`src/rtl/i2c_rb_pkg.sv`:
```
package i2c_rb_pkg;
    localparam int DATA_W     = 8;
    localparam int IDX_W      = 3;
    localparam int NREGS      = 1 << IDX_W;
    localparam int AUTO_BIT   = 7;
    localparam int STATUS_IDX = 6;
    localparam int CTRL_IDX   = 1;
    localparam logic [DATA_W-1:0] CTRL_RO = 8'h03;
    localparam int DEEMPH_IDX = 2;
    localparam int DEEMPH_W   = 3;

    typedef enum logic [3:0] {
        ST_IDLE, ST_ADDR, ST_AACK, ST_PTR, ST_PACK,
        ST_WDAT, ST_WACK, ST_RDAT, ST_RACK, ST_IGN
    } fsm_e;

    typedef struct packed {
        fsm_e              st;
        logic [3:0]        cnt;
        logic [DATA_W-1:0] sh;
        logic              rw;
        logic              armed;
        logic [DATA_W-1:0] map;
        logic              pull;
    } ctl_t;

    function automatic logic [DATA_W-1:0] wmask(input int i);
        if (i == STATUS_IDX)    return '0;
        else if (i == CTRL_IDX) return ~CTRL_RO;
        else                    return '1;
    endfunction
endpackage

```
`src/rtl/i2c_rb_linemon.sv`:
```
module i2c_rb_linemon #(
    parameter int STAGES = 2
) (
    input  logic clk,
    input  logic rst_n,
    input  logic scl_i,
    input  logic sda_i,
    output logic scl_o,
    output logic sda_o,
    output logic scl_rise,
    output logic scl_fall,
    output logic start,
    output logic stop
);
    logic [STAGES-1:0] scl_d, scl_q, sda_d, sda_q;
    logic scl_prev_d, scl_prev_q, sda_prev_d, sda_prev_q;

    always_comb begin
        scl_d      = {scl_q[STAGES-2:0], scl_i};
        sda_d      = {sda_q[STAGES-2:0], sda_i};
        scl_prev_d = scl_q[STAGES-1];
        sda_prev_d = sda_q[STAGES-1];
    end

    always_ff @(posedge clk or negedge rst_n) begin
        if (!rst_n) begin
            scl_q      <= '1;
            sda_q      <= '1;
            scl_prev_q <= 1'b1;
            sda_prev_q <= 1'b1;
        end else begin
            scl_q      <= scl_d;
            sda_q      <= sda_d;
            scl_prev_q <= scl_prev_d;
            sda_prev_q <= sda_prev_d;
        end
    end

    assign scl_o    = scl_q[STAGES-1];
    assign sda_o    = sda_q[STAGES-1];
    assign scl_rise = scl_o & ~scl_prev_q;
    assign scl_fall = ~scl_o & scl_prev_q;
    assign start    = scl_o & scl_prev_q & sda_prev_q & ~sda_o;
    assign stop     = scl_o & scl_prev_q & ~sda_prev_q & sda_o;
endmodule

```
`src/rtl/i2c_rb_bank.sv`:
```
module i2c_rb_bank
    import i2c_rb_pkg::*;
(
    input  logic                    clk,
    input  logic                    rst_n,
    input  logic                    we,
    input  logic [IDX_W-1:0]        widx,
    input  logic [DATA_W-1:0]       wdata,
    input  logic [IDX_W-1:0]        ridx,
    input  logic                    clk_fault,
    input  logic                    cal_busy,
    input  logic [DATA_W-1:0]       status,
    output logic [DATA_W-1:0]       rdata,
    output logic [NREGS*DATA_W-1:0] view
);
    logic [DATA_W-1:0] reg_d [NREGS];
    logic [DATA_W-1:0] reg_q [NREGS];

    for (genvar i = 0; i < NREGS; i++) begin : g_reg
        localparam logic [DATA_W-1:0] WM = wmask(i);
        logic [DATA_W-1:0] hw;

        if (i == STATUS_IDX) begin : g_stat
            assign hw = status;
        end else if (i == CTRL_IDX) begin : g_ctrl
            assign hw = {{(DATA_W-2){1'b0}}, cal_busy, clk_fault};
        end else begin : g_plain
            assign hw = '0;
        end

        always_comb begin
            reg_d[i] = reg_q[i];
            if (we && widx == IDX_W'(i)) reg_d[i] = wdata & WM;
        end

        always_ff @(posedge clk or negedge rst_n) begin
            if (!rst_n) reg_q[i] <= '0;
            else        reg_q[i] <= reg_d[i];
        end

        assign view[i*DATA_W +: DATA_W] = (reg_q[i] & WM) | (hw & ~WM);


        wr_commit_chk: assert property (@(posedge clk) disable iff (!rst_n)
            (we && widx == IDX_W'(i)) |=> (reg_q[i] == ($past(wdata) & WM)));

        wr_hold_chk: assert property (@(posedge clk) disable iff (!rst_n)
            !(we && widx == IDX_W'(i)) |=> $stable(reg_q[i]));
    end

    assign rdata = view[DATA_W*int'(ridx) +: DATA_W];
endmodule

```
`src/rtl/i2c_regbank_port.sv`:
```
module i2c_regbank_port
    import i2c_rb_pkg::*;
#(
    parameter logic [5:0] ADDR_PREFIX = 6'b001000,
    parameter int         SYNC_STAGES = 2
) (
    input  logic                    clk,
    input  logic                    rst_n,
    input  logic                    scl_i,
    input  logic                    sda_i,
    output logic                    sda_pull_o,
    input  logic                    strap_i,
    input  logic                    clk_fault_i,
    input  logic                    cal_busy_i,
    input  logic [DATA_W-1:0]       status_i,
    output logic                    deemph_pin_ctrl_o,
    output logic [NREGS*DATA_W-1:0] regs_o
);
    logic scl_s, sda_s, scl_rise, scl_fall, start, stop;
    ctl_t c_d, c_q;
    logic wr_en;
    logic [DATA_W-1:0] in_byte, rd_byte;

    i2c_rb_linemon #(.STAGES(SYNC_STAGES)) u_line (
        .clk(clk), .rst_n(rst_n), .scl_i(scl_i), .sda_i(sda_i),
        .scl_o(scl_s), .sda_o(sda_s), .scl_rise(scl_rise), .scl_fall(scl_fall),
        .start(start), .stop(stop)
    );

    i2c_rb_bank u_bank (
        .clk(clk), .rst_n(rst_n), .we(wr_en), .widx(c_q.map[IDX_W-1:0]),
        .wdata(in_byte), .ridx(c_q.map[IDX_W-1:0]), .clk_fault(clk_fault_i),
        .cal_busy(cal_busy_i), .status(status_i), .rdata(rd_byte), .view(regs_o)
    );

    assign in_byte = {c_q.sh[DATA_W-2:0], sda_s};

    always_comb begin
        c_d   = c_q;
        wr_en = 1'b0;
        if (start) begin
            c_d.st    = ST_ADDR;
            c_d.cnt   = '0;
            c_d.pull  = 1'b0;
            c_d.armed = 1'b0;
        end else if (stop) begin
            c_d.st   = ST_IDLE;
            c_d.pull = 1'b0;
        end else begin
            case (c_q.st)
                ST_ADDR, ST_PTR, ST_WDAT: begin
                    if (scl_rise) begin
                        c_d.sh  = in_byte;
                        c_d.cnt = c_q.cnt + 4'd1;
                        if (c_q.cnt == 4'd7) begin
                            c_d.cnt   = '0;
                            c_d.armed = 1'b0;
                            if (c_q.st == ST_ADDR) begin
                                if (in_byte[7:1] == {ADDR_PREFIX, strap_i}) begin
                                    c_d.rw = in_byte[0];
                                    c_d.st = ST_AACK;
                                end else begin
                                    c_d.st = ST_IGN;
                                end
                            end else if (c_q.st == ST_PTR) begin
                                c_d.map = in_byte;
                                c_d.st  = ST_PACK;
                            end else begin
                                wr_en = 1'b1;
                                if (c_q.map[AUTO_BIT])
                                    c_d.map[IDX_W-1:0] = c_q.map[IDX_W-1:0] + 1'b1;
                                c_d.st = ST_WACK;
                            end
                        end
                    end
                end
                ST_AACK, ST_PACK, ST_WACK: begin
                    if (scl_fall) begin
                        if (!c_q.armed) begin
                            c_d.pull  = 1'b1;
                            c_d.armed = 1'b1;
                        end else begin
                            c_d.armed = 1'b0;
                            c_d.cnt   = '0;
                            c_d.pull  = 1'b0;
                            if (c_q.st == ST_AACK && c_q.rw) begin
                                c_d.st   = ST_RDAT;
                                c_d.sh   = rd_byte;
                                c_d.pull = ~rd_byte[DATA_W-1];
                            end else if (c_q.st == ST_AACK) begin
                                c_d.st = ST_PTR;
                            end else begin
                                c_d.st = ST_WDAT;
                            end
                        end
                    end
                end
                ST_RDAT: begin
                    if (scl_rise) begin
                        c_d.cnt = c_q.cnt + 4'd1;
                    end else if (scl_fall) begin
                        if (c_q.cnt == 4'd8) begin
                            c_d.pull  = 1'b0;
                            c_d.armed = 1'b0;
                            c_d.st    = ST_RACK;
                            if (c_q.map[AUTO_BIT])
                                c_d.map[IDX_W-1:0] = c_q.map[IDX_W-1:0] + 1'b1;
                        end else begin
                            c_d.sh   = {c_q.sh[DATA_W-2:0], 1'b0};
                            c_d.pull = ~c_q.sh[DATA_W-2];
                        end
                    end
                end
                ST_RACK: begin
                    if (scl_rise) begin
                        if (sda_s) c_d.st = ST_IGN;
                        else       c_d.armed = 1'b1;
                    end else if (scl_fall && c_q.armed) begin
                        c_d.st    = ST_RDAT;
                        c_d.cnt   = '0;
                        c_d.armed = 1'b0;
                        c_d.sh    = rd_byte;
                        c_d.pull  = ~rd_byte[DATA_W-1];
                    end
                end
                default: ;
            endcase
        end
    end

    always_ff @(posedge clk or negedge rst_n) begin
        if (!rst_n) c_q <= '0;
        else        c_q <= c_d;
    end

    assign sda_pull_o        = c_q.pull;
    assign deemph_pin_ctrl_o = (regs_o[DEEMPH_IDX*DATA_W +: DEEMPH_W] == '0);


    quiet_release_chk: assert property (@(posedge clk) disable iff (!rst_n)
        (c_q.st == ST_IDLE || c_q.st == ST_IGN) |-> !sda_pull_o);

    ack_drive_chk: assert property (@(posedge clk) disable iff (!rst_n)
        (c_q.st == ST_AACK && c_q.armed) |-> sda_pull_o);

    ptr_step_chk: assert property (@(posedge clk) disable iff (!rst_n)
        (wr_en && c_q.map[AUTO_BIT]) |=>
        (c_q.map[IDX_W-1:0] == $past(c_q.map[IDX_W-1:0]) + 1'b1));

    restart_chk: assert property (@(posedge clk) disable iff (!rst_n)
        start |=> (c_q.st == ST_ADDR && !sda_pull_o && $stable(c_q.map)));

    scl_low_change_chk: assert property (@(posedge clk) disable iff (!rst_n)
        (!$stable(sda_pull_o) && !$past(start) && !$past(stop)) |-> !$past(scl_s));
endmodule

```
`config.mk`:
```
export PLATFORM = sky130hd
export DESIGN_NAME = i2c_regbank_port
export DESIGN_NICKNAME = d
export VERILOG_FILES = /design/src/rtl/i2c_rb_pkg.sv /design/src/rtl/i2c_rb_linemon.sv /design/src/rtl/i2c_rb_bank.sv /design/src/rtl/i2c_regbank_port.sv
export SDC_FILE = /design/constraint.sdc
export NUM_CORES = 1
export LEC_CHECK = 0
export ABC_AREA = 0
export ABC_CLOCK_PERIOD_IN_PS = 6450
export BUFFER_PORTS_ARGS = -buffer_cell sky130_fd_sc_hd__buf_2
export CAP_MARGIN = 20
export CORE_ASPECT_RATIO = 0.7
export CORE_UTILIZATION = 60
export CTS_BUF_LIST = sky130_fd_sc_hd__clkbuf_8
export CTS_CLUSTER_DIAMETER = 40
export DETAILED_ROUTE_END_ITERATION = 6
export HOLD_SLACK_MARGIN = 0.03
export PLACE_DENSITY = 0.93
export SKIP_LAST_GASP = 1
export SLEW_MARGIN = 15
export SYNTH_ARGS = -nofsm -noshare
export SYNTH_HDL_FRONTEND = slang
export SYNTH_SLANG_ARGS = --single-unit
export TNS_END_PERCENT = 100
```
`constraint.sdc`:
```
create_clock -name clk -period 6.45 [get_ports clk]
set_clock_uncertainty 0.05 [all_clocks]
set_input_delay 0.645 -clock clk [delete_from_list [all_inputs] [get_ports clk]]
set_output_delay 0.645 -clock clk [all_outputs]
set_load 0.1 [all_outputs]
```
==> flow_summary.yaml, run 1 <==
global_routing:
  grt_overflow: 0
  grt_pass1_wl_um: 18700
  grt_pass1_vias: 3524
  grt_max_degree: 83
  grt.total_usage_pct: 30.4
  grt_antenna_before_repair: 0
floorplan:
  core_region_area_um2: 7450
  die_area_um2: 8240
  ioPinCount: 81
  initial_core_util_pct: 63.4
  die_x_um: 108
  die_h_um: 76.3
  fp-row-count: 26
clock_network:
  numCtsBuffers: 9
  cts_hold_buf: 0
  clk_latency_ns: 0.37
  cts_tree: "built"
  root_buffer: "clkbuf_8"
  cts_htree_levels: 3
  clock_path_buffers: 2
  post_cts_resized: 0
  clock-sinks: 82
  cts.reportedPaths.clkPinSlew_ns: 0.09
  postCtsSetupRepairBufs: 0
job:
  maxCapViolations: 0
finish:
  final_core_util_pct: 70.8
  drive_above_1_share_pct: 39.8
  nFillCells: 495
  diodes: 0
  nets: 468
  area_delta_synth_final_pct: 11.7
  register_area_um2: 2060
  multi_input_area_um2: 2430
detailed_routing:
  routed_via_density: 6.66
  ant_nets: 0
  wl_um: 11800
  wl_per_cell_um: 21.6
  drt_pass1_iterations: 6
  dr_total_vias: 3647
  drt_iter0_markers: 420
  drc: 0
worst_setup_path:
  start_kind: "flip-flop"
  critical_path_peak_fanout: 24
  cp_top_family: "simple AND/OR/NAND/NOR gates"
  critPathCaptureType: "flip-flop"
  arrival_ns: 3.06
  path_buf_inv: 0
  max_stage_delay_ns: 0.87
  path_cells: "nor4b_2 -> o32ai_2 -> nor3_4 -> mux2_4"
  worstSetupPathType: "flip-flop to flip-flop"
  cp_slowest_cell: "nor4b_2"
  required_ns: 6.65
power:
  ir_drop_uv: 173
  power_density_nw_per_um2: 270
  power_leakage_uw: 0.00263
  p_comb_share_pct: 32.0
  netSwitchingFraction_pct: 40.0
  p_int_uw: 854
  clkPwrFrac_pct: 24.4
  p_total_uw: 1420
  p_sw_uw: 569
  seqPwrFrac_pct: 43.6
synthesis:
  ys_ff_latch: 82
  synth_area_per_cell_um2: 12.2
  synth_ff_type: "dfrtp_1"
  synth_edf_count: 0
  async_reset_ff_share_pct: 100
  synth_nets: 409
  yosysSeqAreaShare_pct: 43.6
  syn-cell-area_um2: 4730
  synth_warnings: 0
  synth_cell_types: 70
  syn_inst: 386
sta:
  final-setup-viol-count: 0
  finalCritPeriodShare_pct: 44.4
  fmax_mhz: 349
  hold_viol: 0
  finalMaxSlewViolations: 0
  max_slew_margin_pct: 37.8
  worst_pin_slew_ns: 0.931
  rsz0062_at_grt: "no"
  min_period_ns: 2.86
  fin_ws_ns: 3.59
  setup_tns_ns: 0
place:
  dp_hpwl_um: 8080
  place_congestion: 0.971
  dp_slack_ns: 3.69
  portBuffers: 80
min_path:
  hold_path_class: "input pin to async pin"
status:
  status: "finished, final reports clean"
[per-layer routing]
layer	routed length [um]	track usage, %	vias up
met4	330	10.1	0
met2	5340	43.9	205
li1	-	-	1568
met3	1080	9.67	43
met5	0	0	-
met1	5080	43.4	1831
[cell usage in the layout, fill, tap and decap left out, drive strengths merged, types with 4 or more instances in the layout]
master | synthesis | final
a21oi | 9 | 9
a22o | 4 | 4
buf | 24 | 82
clkbuf | 10 | 9
dfrtp | 76 | 76
dfstp | 6 | 6
ha | 8 | 8
inv | 12 | 15
mux2 | 64 | 64
mux2i | 13 | 13
mux4 | 16 | 16
nand2 | 19 | 19
nand2b | 11 | 11
nand3 | 9 | 9
nand3b | 5 | 5
nor2 | 7 | 7
nor2b | 4 | 4
nor3 | 9 | 9
nor4 | 6 | 6
o211ai | 4 | 4
o21ai | 11 | 11
o2bb2ai | 8 | 8
o32ai | 4 | 4
or2 | 4 | 4
[cell families after synthesis]
| group | after synthesis | share of synthesized area [%] |
|---|---|---|
| and+or+nand+nor | 91 | 12.1 |
| xor gates and xnor gates | 1 | 0.185 |
| muxes | 93 | 26.2 |
| DFF | 82 | 43.6 |
| buffers and inverters | 46 | 4.92 |
| adders and majority gates | 8 | 2.12 |
| AOI/OAI and AO/OA | 65 | 10.9 |
[synth_stat cells (9+ instances only)]
library cell	count	area (um2)
a21oi_1	9	45.0
mux2i_1	13	130
mux2_2	33	372
mux4_2	16	360
dfrtp_1	76	1900
buf_2	9	45.0
nand3_1	9	45.0
inv_1	11	41.3
clkbuf_1	10	37.5
buf_4	13	97.6
nand2_1	15	56.3
mux2_1	24	270
nand2b_1	11	68.8
[registers in the layout, indices dropped and copies added, names as in the netlist]
name / count
c_q: 21
sda_pull_o: 1
u_bank.reg_q: 6
u_bank.view: 48
u_line.scl_prev_q: 1
u_line.scl_q: 2
u_line.sda_prev_q: 1
u_line.sda_q: 2
[through the flow]
step / instances / instance area (um2) / hold WS, ns
2_1_floorplan: 386 / 4730 / 0.295
3_3_place_gp: 531 / 5070 / 0.296
3_5_place_dp: 531 / 5070 / 0.297
4_1_cts: 547 / 5250 / 0.309
5_1_grt: 548 / 5280 / 0.126
6_report: 548 / 5280 / 0.123
[final timing paths]
check	start	to	slack (ns)	depth (start not counted)
min in group clk	u_line.scl_q[0]$_DFF_PN1_	u_line.scl_q[1]$_DFF_PN1_	0.31	0
min	rst_n	u_bank.view[58]$_DFFE_PN0P_	0.12	1
max in group asynchronous	rst_n	sda_pull_o$_DFFE_PN0P_	5.63	2
max	c_q[26]$_DFFE_PN0P_	c_q[13]$_DFFE_PN0P_	3.59	4
max reg2reg	c_q[26]$_DFFE_PN0P_	c_q[13]$_DFFE_PN0P_	3.59	4
min reg2reg	u_line.scl_q[0]$_DFF_PN1_	u_line.scl_q[1]$_DFF_PN1_	0.31	0
[worst register-to-register path, delay by kind of cell (launching register included)]
family | cells | cell delay, ns
simple gates | 2 | 1.35
flops | 1 | 0.79
mux | 1 | 0.35
compound gates | 1 | 0.21
[layout make-up]
type | count | share of cell area, %
clock buffer | 9 | 2.35
clock inverter | 7 | 1.04
inverter | 12 | 0.853
multi-input combinational | 258 | 46.1
sequential | 82 | 39.0
tap | 98 | 2.32
timing repair buffer | 82 | 8.30
[power by group through the flow]
| stage | registers (uW) | clock network, uW | logic (uW) |
|---|---|---|---|
| 2_1_floorplan | 591 | 0 | 389 |
| 3_3_place_gp | 623 | 0 | 434 |
| 3_5_place_dp | 626 | 0 | 440 |
| 4_1_cts | 616 | 351 | 444 |
| 5_1_grt | 628 | 366 | 487 |
| 6_report | 620 | 347 | 456 |
Note: power is estimated with default switching activity, not from simulation.
==> inputs of run 2 (changes only) <==
ABC_CLOCK_PERIOD_IN_PS = 2400   (was 6450)
CORE_UTILIZATION = 53   (was 60)
PLACE_DENSITY = 0.87   (was 0.93)
clock period = 2.4 ns   (was 6.45 ns; I/O delays follow)
==> flow_summary.yaml, run 2 (same netlist as run 1, synthesis figures left out) <==
status:
  status: "finished, final reports clean"
sta:
  final-setup-viol-count: 0
  worst_pin_slew_ns: 0.669
  min_period_ns: 2.26
  fmax_mhz: 442
  setup_tns_ns: 0
  hold_viol: 0
  rsz0062_at_grt: "no"
  finalMaxSlewViolations: 0
  max_slew_margin_pct: 55.3
  finalCritPeriodShare_pct: 94.3
  fin_hold_ws_ns: 0.307
floorplan:
  die_x_um: 115
  die_h_um: 81.0
  core_region_area_um2: 8550
  ioPinCount: 81
  fp-row-count: 28
  initial_core_util_pct: 55.3
  die_area_um2: 9300
finish:
  area_delta_synth_final_pct: 17.6
  diodes: 0
  largest_reg_flops: 48
  drive_above_1_share_pct: 44.1
  layout_common_cells: "79 x buf_2, 74 x dfrtp_1, 33 x mux2_2, 28 x buf_4, 24 x mux2_1"
  final_common_cell: "buf_2"
  nets: 497
detailed_routing:
  drt_pass1_iterations: 5
  wl_um: 12400
  wl_per_cell_um: 20.7
  dr_total_vias: 3657
  drc: 0
  ant_nets: 0
  drt_iter0_markers: 294
  routed_via_density: 6.11
clock_network:
  cts_htree_levels: 3
  cts.reportedPaths.clkPinSlew_ns: 0.09
  cts_tree: "built"
  numCtsBuffers: 9
  root_buffer: "clkbuf_8"
  postCtsSetupRepairBufs: 0
  clk_latency_ns: 0.37
  clock_path_buffers: 2
  clock-sinks: 82
min_path:
  min_to: "u_line.sda_q[1]$_DFF_PN1_"
  hold_path_class: "flip-flop to flip-flop"
  hold_depth: 0
  min_from: "u_line.sda_q[0]$_DFF_PN1_"
worst_setup_path:
  path_buf_inv: 1
  reg2reg_from: "u_line.scl_prev_q$_DFF_PN1_"
  r2r_cells: 6
  cp_top_family: "flip-flops"
  required_ns: 2.61
  cp_slowest_cell: "dfstp_2"
  path_cells: "nand2b_1 -> mux2i_1 -> o21ai_1 -> nor3_4 -> buf_4 -> mux2_4"
  r2r-end: "c_q[15]$_DFFE_PN0P_"
  max_stage_delay_ns: 0.62
  arrival_ns: 2.48
  start_kind: "flip-flop"
  worstSetupPathType: "flip-flop to flip-flop"
  critPathCaptureType: "flip-flop"
  r2r_slack_ns: 0.14
  critical_path_peak_fanout: 10
power:
  power_density_nw_per_um2: 721
  power_leakage_uw: 0.00277
  p_comb_share_pct: 35.6
  p_sw_uw: 1580
  p_int_uw: 2430
  netSwitchingFraction_pct: 39.4
  clkPwrFrac_pct: 23.7
  ir_drop_uv: 438
  seqPwrFrac_pct: 40.7
  p_total_uw: 4010
place:
  portBuffers: 80
  place_congestion: 0.927
  dp_hpwl_um: 9000
global_routing:
  grt_max_degree: 50
  grt_pass1_vias: 3550
  grt_antenna_before_repair: 0
  grt_overflow: 0
  grt_pass1_wl_um: 19500
  grt.total_usage_pct: 29.0
job:
  maxCapViolations: 0
==> run 2: cell count changes in the layout (fill, tap and decap cells not counted), sizes merged <==
| cell | before | now |
|---|---|---|
| clkinv | 1 | 3 |
| buf | 82 | 108 |
| dlygate4sd3 | 0 | 3 |
| clkinvlp | 3 | 1 |
| inv | 15 | 14 |
| clkbuf | 9 | 10 |
==> run 2: metal layers <==
layer / wire, um / part of all wire, % / GRT usage, % / vias to the layer above
met3: 1110 / 9.0 / 7.84 / 14
met4: 134 / 1.1 / 7.14 / 0
met1: 5620 / 45 / 41.4 / 1827
met2: 5500 / 44 / 44.2 / 192
met5: 0 / 0 / 0 / -
li1: - / - / - / 1624
==> run 2: final cells by class <==
cell class / instances / area (um2)
multi-input combinational: 258 / 2460
clock buffer: 10 / 138
timing repair buffer: 111 / 656
sequential: 82 / 2060
fill: 653 / 2990
inverter: 12 / 45.0
clock inverter: 6 / 47.5
tap: 120 / 150
==> run 2: worst max path at each step <==
| stage | startpoint | endpoint | slack (ns) | depth (start not counted) |
|---|---|---|---|---|
| global placement | c_q[25]$_DFFE_PN0P_ | c_q[24]$_DFFE_PN0P_ | 0.03 | 5 |
| finish | u_line.scl_prev_q$_DFF_PN1_ | c_q[15]$_DFFE_PN0P_ | 0.14 | 6 |
| floorplan | c_q[1]$_DFFE_PN0P_ | c_q[11]$_DFFE_PN0P_ | 0.32 | 6 |
| global route | c_q[24]$_DFFE_PN0P_ | c_q[24]$_DFFE_PN0P_ | 0.02 | 6 |
| CTS | c_q[25]$_DFFE_PN0P_ | c_q[24]$_DFFE_PN0P_ | 0.005 | 5 |
| detailed placement | c_q[25]$_DFFE_PN0P_ | c_q[24]$_DFFE_PN0P_ | 0.03 | 5 |
==> run 2: stage by stage <==
stage / area (um2) / setup slack (ns) / instances / utilization (%)
3_5_place_dp: 5330 / 0.0302 / 580 / 62.3
2_1_floorplan: 4740 / 0.320 / 386 / -
3_3_place_gp: 5330 / 0.0277 / 580 / 62.3
4_1_cts: 5540 / 0.00500 / 599 / 64.8
6_report: 5560 / 0.136 / 599 / 65.0
5_1_grt: 5560 / 0.0162 / 599 / 65.0
==> run 2: power by group through the flow <==
| stage | clock (uW) | combinational (uW) | sequential (uW) |
|---|---|---|---|
| 2_1_floorplan | 0 | 1040 | 1590 |
| 3_3_place_gp | 0 | 1350 | 1640 |
| 3_5_place_dp | 0 | 1370 | 1650 |
| 4_1_cts | 965 | 1380 | 1620 |
| 5_1_grt | 1030 | 1520 | 1650 |
| 6_report | 951 | 1430 | 1630 |
==> run 2: what timing repair did <==
action / in CTS / in global routing
resized for setup: 0 / 5
setup endpoints to repair: 0 / 49
hold endpoints to repair: 42 / 0
hold buffers: 3 / 0
